$ cat config.mk
export PLATFORM = sky130hd
export DESIGN_NAME = dark_ref_subtractor
export DESIGN_NICKNAME = d
export VERILOG_FILES = /design/src/rtl/dark_ref_pkg.sv /design/src/rtl/dark_ref_ctrl.sv /design/src/rtl/dark_ref_bank.sv /design/src/rtl/dark_ref_sub.sv /design/src/rtl/dark_ref_subtractor.sv
export SDC_FILE = /design/constraint.sdc
export NUM_CORES = 1
export LEC_CHECK = 0
export ABC_AREA = 1
export CELL_PAD_IN_SITES_DETAIL_PLACEMENT = 1
export CELL_PAD_IN_SITES_GLOBAL_PLACEMENT = 1
export CORE_UTILIZATION = 49
export CTS_CLUSTER_DIAMETER = 60
export DETAILED_ROUTE_END_ITERATION = 16
export DONT_BUFFER_PORTS = 1
export GPL_TIMING_DRIVEN = 0
export PLACE_DENSITY_LB_ADDON = 0.12
export SYNTH_ARGS = -nofsm -noshare
export SYNTH_HDL_FRONTEND = slang
export SYNTH_SLANG_ARGS = --single-unit
export TNS_END_PERCENT = 5
$ cat constraint.sdc
create_clock -name clk_i -period 3.1 [get_ports clk_i]
set_input_delay 0.62 -clock clk_i [delete_from_list [all_inputs] [get_ports clk_i]]
set_output_delay 0.62 -clock clk_i [all_outputs]
set_load 0.01 [all_outputs]
$ cat src/rtl/dark_ref_pkg.sv
package dark_ref_pkg;
  typedef enum logic [1:0] {
    PH_IDLE  = 2'd0,  // waiting for first frame start
    PH_DARK  = 2'd1,  // capturing shielded row
    PH_DROP  = 2'd2,  // discarding tail of overlong shielded row
    PH_IMAGE = 2'd3   // correcting imaging rows
  } phase_e;
endpackage

$ cat src/rtl/dark_ref_ctrl.sv
module dark_ref_ctrl
  import dark_ref_pkg::*;
#(
  parameter int COLS = 16,
  localparam int CW = (COLS > 1) ? $clog2(COLS) : 1
) (
  input  logic          clk_i,
  input  logic          rst_ni,
  input  logic          valid_i,
  input  logic          sof_i,
  input  logic          eol_i,
  output logic          wr_en_o,
  output logic [CW-1:0] wr_col_o,
  output logic          commit_o,
  output logic [CW-1:0] rd_col_o,
  output logic          img_beat_o,
  output logic          img_first_o,
  output logic          err_o
);
  localparam logic [CW-1:0] LAST = CW'(COLS - 1);

  phase_e        phase_q, phase_d;
  logic [CW-1:0] col_q, col_d, cur_col;
  logic          first_q, first_d;
  logic          start, dark_beat, last_col;

  always_comb begin
    start     = valid_i && sof_i;
    cur_col   = start ? '0 : col_q;
    dark_beat = start || (valid_i && phase_q == PH_DARK);
    last_col  = (cur_col == LAST);
    wr_en_o   = dark_beat;
    wr_col_o  = cur_col;
    commit_o  = dark_beat && eol_i && last_col;
    err_o     = (start && phase_q == PH_DARK)
              || (dark_beat && eol_i && !last_col)
              || (dark_beat && !eol_i && last_col);
    img_beat_o  = valid_i && !start && phase_q == PH_IMAGE;
    img_first_o = first_q;
    rd_col_o    = col_q;
  end

  always_comb begin
    phase_d = phase_q;
    col_d   = col_q;
    first_d = first_q;
    if (dark_beat) begin
      first_d = 1'b1;
      if (eol_i) begin
        phase_d = PH_IMAGE;
        col_d   = '0;
      end else if (last_col) begin
        phase_d = PH_DROP;
        col_d   = '0;
      end else begin
        phase_d = PH_DARK;
        col_d   = cur_col + 1'b1;
      end
    end else if (valid_i && phase_q == PH_DROP) begin
      if (eol_i) phase_d = PH_IMAGE;
    end else if (img_beat_o) begin
      first_d = 1'b0;
      if (eol_i)              col_d = '0;
      else if (col_q != LAST) col_d = col_q + 1'b1;
    end
  end

  always_ff @(posedge clk_i or negedge rst_ni) begin
    if (!rst_ni) begin
      phase_q <= PH_IDLE;
      col_q   <= '0;
      first_q <= 1'b0;
    end else begin
      phase_q <= phase_d;
      col_q   <= col_d;
      first_q <= first_d;
    end
  end
endmodule

$ cat src/rtl/dark_ref_bank.sv
module dark_ref_bank #(
  parameter int COLS  = 16,
  parameter int PIX_W = 10,
  localparam int CW = (COLS > 1) ? $clog2(COLS) : 1
) (
  input  logic             clk_i,
  input  logic             rst_ni,
  input  logic             wr_en_i,
  input  logic [CW-1:0]    wr_col_i,
  input  logic [PIX_W-1:0] wr_data_i,
  input  logic             commit_i,
  input  logic [CW-1:0]    rd_col_i,
  output logic [PIX_W-1:0] rd_data_o
);
  // two banks: capture into the shadow, swap only on a complete row
  logic [PIX_W-1:0] mem_q [2][COLS];
  logic             sel_q;

  assign rd_data_o = mem_q[sel_q][rd_col_i];

  always_ff @(posedge clk_i or negedge rst_ni) begin
    if (!rst_ni) sel_q <= 1'b0;
    else if (commit_i) sel_q <= ~sel_q;
  end

  for (genvar b = 0; b < 2; b++) begin : g_bank
    for (genvar c = 0; c < COLS; c++) begin : g_col
      always_ff @(posedge clk_i or negedge rst_ni) begin
        if (!rst_ni) mem_q[b][c] <= '0;
        else if (wr_en_i && (sel_q != b[0]) && (wr_col_i == CW'(c)))
          mem_q[b][c] <= wr_data_i;
      end
    end
  end
endmodule

$ cat src/rtl/dark_ref_sub.sv
module dark_ref_sub #(
  parameter int PIX_W = 10,
  parameter int OUT_W = 10
) (
  input  logic                    clk_i,
  input  logic                    rst_ni,
  input  logic                    beat_i,
  input  logic                    first_i,
  input  logic                    eol_i,
  input  logic                    err_i,
  input  logic [PIX_W-1:0]        pix_i,
  input  logic [PIX_W-1:0]        ref_i,
  output logic                    valid_o,
  output logic signed [OUT_W-1:0] data_o,
  output logic                    sof_o,
  output logic                    eol_o,
  output logic                    err_o
);
  localparam int DW = PIX_W + 1;

  logic signed [DW-1:0]    diff;
  logic signed [OUT_W-1:0] sat;

  assign diff = $signed({1'b0, pix_i}) - $signed({1'b0, ref_i});

  if (OUT_W >= DW) begin : g_wide
    assign sat = OUT_W'(diff);
  end else begin : g_clip
    localparam logic signed [DW-1:0] HI = DW'((1 << (OUT_W - 1)) - 1);
    localparam logic signed [DW-1:0] LO = -DW'(1 << (OUT_W - 1));
    always_comb begin
      if (diff > HI)      sat = OUT_W'(HI);
      else if (diff < LO) sat = OUT_W'(LO);
      else                sat = OUT_W'(diff);
    end
  end

  always_ff @(posedge clk_i or negedge rst_ni) begin
    if (!rst_ni) begin
      valid_o <= 1'b0;
      data_o  <= '0;
      sof_o   <= 1'b0;
      eol_o   <= 1'b0;
      err_o   <= 1'b0;
    end else begin
      valid_o <= beat_i;
      sof_o   <= beat_i && first_i;
      eol_o   <= beat_i && eol_i;
      err_o   <= err_i;
      if (beat_i) data_o <= sat;
    end
  end
endmodule

$ cat src/rtl/dark_ref_subtractor.sv
module dark_ref_subtractor #(
  parameter int COLS  = 16,
  parameter int PIX_W = 10,
  parameter int OUT_W = 10
) (
  input  logic                    clk_i,
  input  logic                    rst_ni,
  input  logic                    in_valid_i,
  input  logic [PIX_W-1:0]        in_data_i,
  input  logic                    in_sof_i,
  input  logic                    in_eol_i,
  output logic                    out_valid_o,
  output logic signed [OUT_W-1:0] out_data_o,
  output logic                    out_sof_o,
  output logic                    out_eol_o,
  output logic                    err_o
);
  localparam int CW = (COLS > 1) ? $clog2(COLS) : 1;

  logic             wr_en, commit, img_beat, img_first, err;
  logic [CW-1:0]    wr_col, rd_col;
  logic [PIX_W-1:0] ref_val;

  dark_ref_ctrl #(.COLS(COLS)) i_ctrl (
    .clk_i, .rst_ni,
    .valid_i(in_valid_i), .sof_i(in_sof_i), .eol_i(in_eol_i),
    .wr_en_o(wr_en), .wr_col_o(wr_col), .commit_o(commit),
    .rd_col_o(rd_col), .img_beat_o(img_beat), .img_first_o(img_first),
    .err_o(err)
  );

  dark_ref_bank #(.COLS(COLS), .PIX_W(PIX_W)) i_bank (
    .clk_i, .rst_ni,
    .wr_en_i(wr_en), .wr_col_i(wr_col), .wr_data_i(in_data_i),
    .commit_i(commit), .rd_col_i(rd_col), .rd_data_o(ref_val)
  );

  dark_ref_sub #(.PIX_W(PIX_W), .OUT_W(OUT_W)) i_sub (
    .clk_i, .rst_ni,
    .beat_i(img_beat), .first_i(img_first), .eol_i(in_eol_i), .err_i(err),
    .pix_i(in_data_i), .ref_i(ref_val),
    .valid_o(out_valid_o), .data_o(out_data_o), .sof_o(out_sof_o),
    .eol_o(out_eol_o), .err_o(err_o)
  );
endmodule

==> results.tsv <==
stage	metric	value	unit
setup_path	crit_required	3590	ps
layout	drive_gt1_share	19.7	%
cts	clkSlewWorstSetupHoldPaths	60	ps
grt	met3_usage	7.81	%
sta	fin_worst_skew	23.2	ps
setup_path	r2r-end	i_sub.data_o[0]	
yosys	ys_seq_elements	342	
floorplan	row_count	66	
grt	met2_usage	65.2	%
yosys	synthFlopType	dfrtp_1	
layout	layout.nets	2016	
grt	grt_usage	41.7	%
placement	dp_hpwl	45700	µm
sta	maxSlewViolCount	0	
hold_path	hold_path_class	in2async	
yosys	netlist_area	0.0162	mm²
grt	antenna_found_initial	0	
outcome	run_status	finished, violations left	
sta	period_needed	3120	ps
yosys	yosys_warnings	0	
grt	grt_use_met1	53.5	%
yosys	ys_seq_area_share	52.7	%
cts	cts_tree	yes	
drt	viasPerCell	6.31	
drt	ant_nets	0	
sta	setup_ws	-20.0	ps
outcome	violations	hold timing, setup timing	
grt	grt_pass1_vias	16200	
layout	final_core_util	60.6	%
floorplan	chipHeight	184	µm
layout	final_cells	2455	
floorplan	initial_core_util	49.9	%
drt	wl_per_cell	28.3	µm
yosys	yosys.area_share.simple	17.4	%
cts	h-tree-depth	2	
setup_path	worstPathMaxFanout	8	
yosys	syn_area_per_cell	8.44	µm²
power	leakagePower	8.57	nW
sta	fin_tns_setup	-20.0	ps
setup_path	path_class	reg2reg	
cts	cts_buffers	39	
setup_path	r2r_setup_slack	-20	ps
drt	drt_first_pass_iters	5	
floorplan	die_w	184	µm
yosys	muxShareOfSynthArea	0	%
floorplan	core	0.0325	mm²
drt	totalWireLength	69500	µm
job	maxCapViolations	0	
yosys	synth_cells	1924	
yosys	synth.distinct_cells	35	
sta	slew_headroom	10.1	%
cts	clk_path_buf_depth	3	
layout	syn2layout_area_growth	21.5	%
floorplan	top_level_ports	29	
cts	cts_root_buf	clkbuf_16	
placement	port_buffers	0	
placement	dp.cells	2366	
yosys	synthAdderAreaFrac	1.36	%
sta	rsz0062_at_grt	true	
grt	grt_max_degree	343	
drt	vias	15500	
setup_path	r2r_start	i_bank.sel_q	
yosys	synthXorXnorAreaFrac	0.432	%
yosys	syn_nets	1956	
placement	gp_congestion	1.01	
setup_path	startpoint_type	flip-flop	
yosys	async_flop_share	100	%
drt	drc	0	
grt	grt_pass1_wl	102000	µm
power	p_total	13.7	mW
sta	timing.final.setup_violations	1	
cts	cts_sinks	342	
grt	gr-max-usage-layer	met2	
sta	fmax	0.321	GHz
power	power_density	693	mW/mm²
setup_path	end_kind	flip-flop	
drt	drt-initial-drc-count	1721	
grt	grt_overflow	0	
yosys	synth-edff-count	0	
sta	timing.final.crit_share	101	%
sta	hold_viol	342	
sta	whs	-237	ps
yosys	synth_top_family_by_area	compound AO/OA/AOI/OAI gates	
power	ir_drop	0.551	mV
layout	diodes	0	
setup_path	r2r_cells	21	
yosys	synth-compound-area-share	21.0	%
sta	worstMarginPinSlew	1350	ps
floorplan	die_area	0.0339	mm²
cts	worstSkewPairLatency	550	ps
setup_path	worstPathArrival	3610	ps
==> worst max-delay path by stage <==
stage / endpoint / slack, ps / cells past startpoint / startpoint
after floorplan: i_sub.data_o[0] / 430 / 20 / i_ctrl.rd_col_o[0]
after CTS: i_sub.data_o[0] / -10 / 22 / i_bank.sel_q
after global placement: i_sub.data_o[0] / -1090 / 20 / i_bank.sel_q
after detailed placement: i_sub.data_o[0] / -1180 / 20 / i_bank.sel_q
after global routing: i_sub.data_o[0] / -130 / 20 / i_bank.sel_q
final: i_sub.data_o[0] / -20 / 21 / i_bank.sel_q
==> power by group <==
| part | total (mW) | leakage, nW | internal, mW | switching, mW |
|---|---|---|---|---|
| Combinational | 3.37 | 3.37 | 1.23 | 2.14 |
| Sequential | 5.57 | 4.55 | 5.16 | 0.416 |
| Clock | 4.72 | 0.639 | 2.75 | 1.97 |
==> cell usage after synthesis (all sizes together), types with 2 or more instances <==
cell type	n	area, µm²
a21oi	111	638
clkbuf	79	297
nand3	68	340
nor2	261	1030
xnor2	3	26.3
buf	86	573
inv	72	273
ha	16	200
dfrtp	342	8560
nand2	379	1430
o221ai	53	464
o211ai	27	203
o21ai	411	2070
a31oi	3	18.8
xor2	5	43.8
nor3	2	15.0
==> through the flow <==
stage | instance area, µm² | worst slack [ps]
2_1_floorplan | 16200 | 435
3_3_place_gp | 16800 | -1090
3_5_place_dp | 16800 | -1180
4_1_cts | 19200 | -12.2
5_1_grt | 19700 | -126
6_report | 19700 | -20.0
==> timing repair <==
item | in CTS | in global routing
buffers inserted | 4 | 8
pin swaps | 44 | 67
gates resized for setup | 291 | 135
gates cloned | 6 | 2
endpoints found under the hold margin | 342 | 342
endpoints found under the setup margin | 10 | 10
==> cell families (layout without fill, tap and decap cells) <==
kind of cell,Yosys count,count (layout)
flops,342,342
buf+inv,238,326
fa+ha+maj,17,17
simple gates,712,713
xor+xnor,8,8
compound gates,607,607
==> critical path, stage by stage (launching register included) <==
cell and delay (ps):
dfrtp_1 400, buf_8 180, inv_12 60, buf_16 160, buf_12 140, a21oi_1 100
o21ai_0 130, o211ai_1 150, nand3_1 200, nand3_2 180, nand2_4 90, ha_4 290
nand2_2 60, nor2_2 150, nand2_1 100, nor2_2 160, nor2_4 70, nand3_4 110
nand2_2 70, inv_2 100, nand2_1 70, nand2_1 60
==> metal layers <==
metal	share of wire [%]	wire, µm
met3	8.4	5840
met4	6.7	4690
met1	39	27300
met2	46	31600
met5	0	0
==> layout make-up <==
| type | count | area, µm² |
|---|---|---|
| buffer | 164 | 1400 |
| clock buffer | 56 | 1140 |
| clock inverter | 14 | 140 |
| fill | 3790 | 12800 |
| inverter | 73 | 292 |
| multi-input combinational | 1345 | 7370 |
| sequential | 342 | 8560 |
| tap | 442 | 553 |
| timing repair buffer | 19 | 269 |
==> placed cells by master, fill, tap and decap left out, types with 40 or more instances in the layout <==
master	n
inv_1	61
nand3_1	40
nor2_1	240
nand2_1	348
dfrtp_1	342
o21ai_1	138
o21ai_0	254
clkbuf_16	46
a21oi_1	81
clkbuf_1	45
==> state kept, by name, summed over array words and instances, names as in the netlist, 2 cells and up <==
register and count:
i_ctrl.phase_q 2, i_ctrl.rd_col_o 4, i_sub.data_o 10, i_bank.mem_q 320
(Power assumes the default switching activity.)
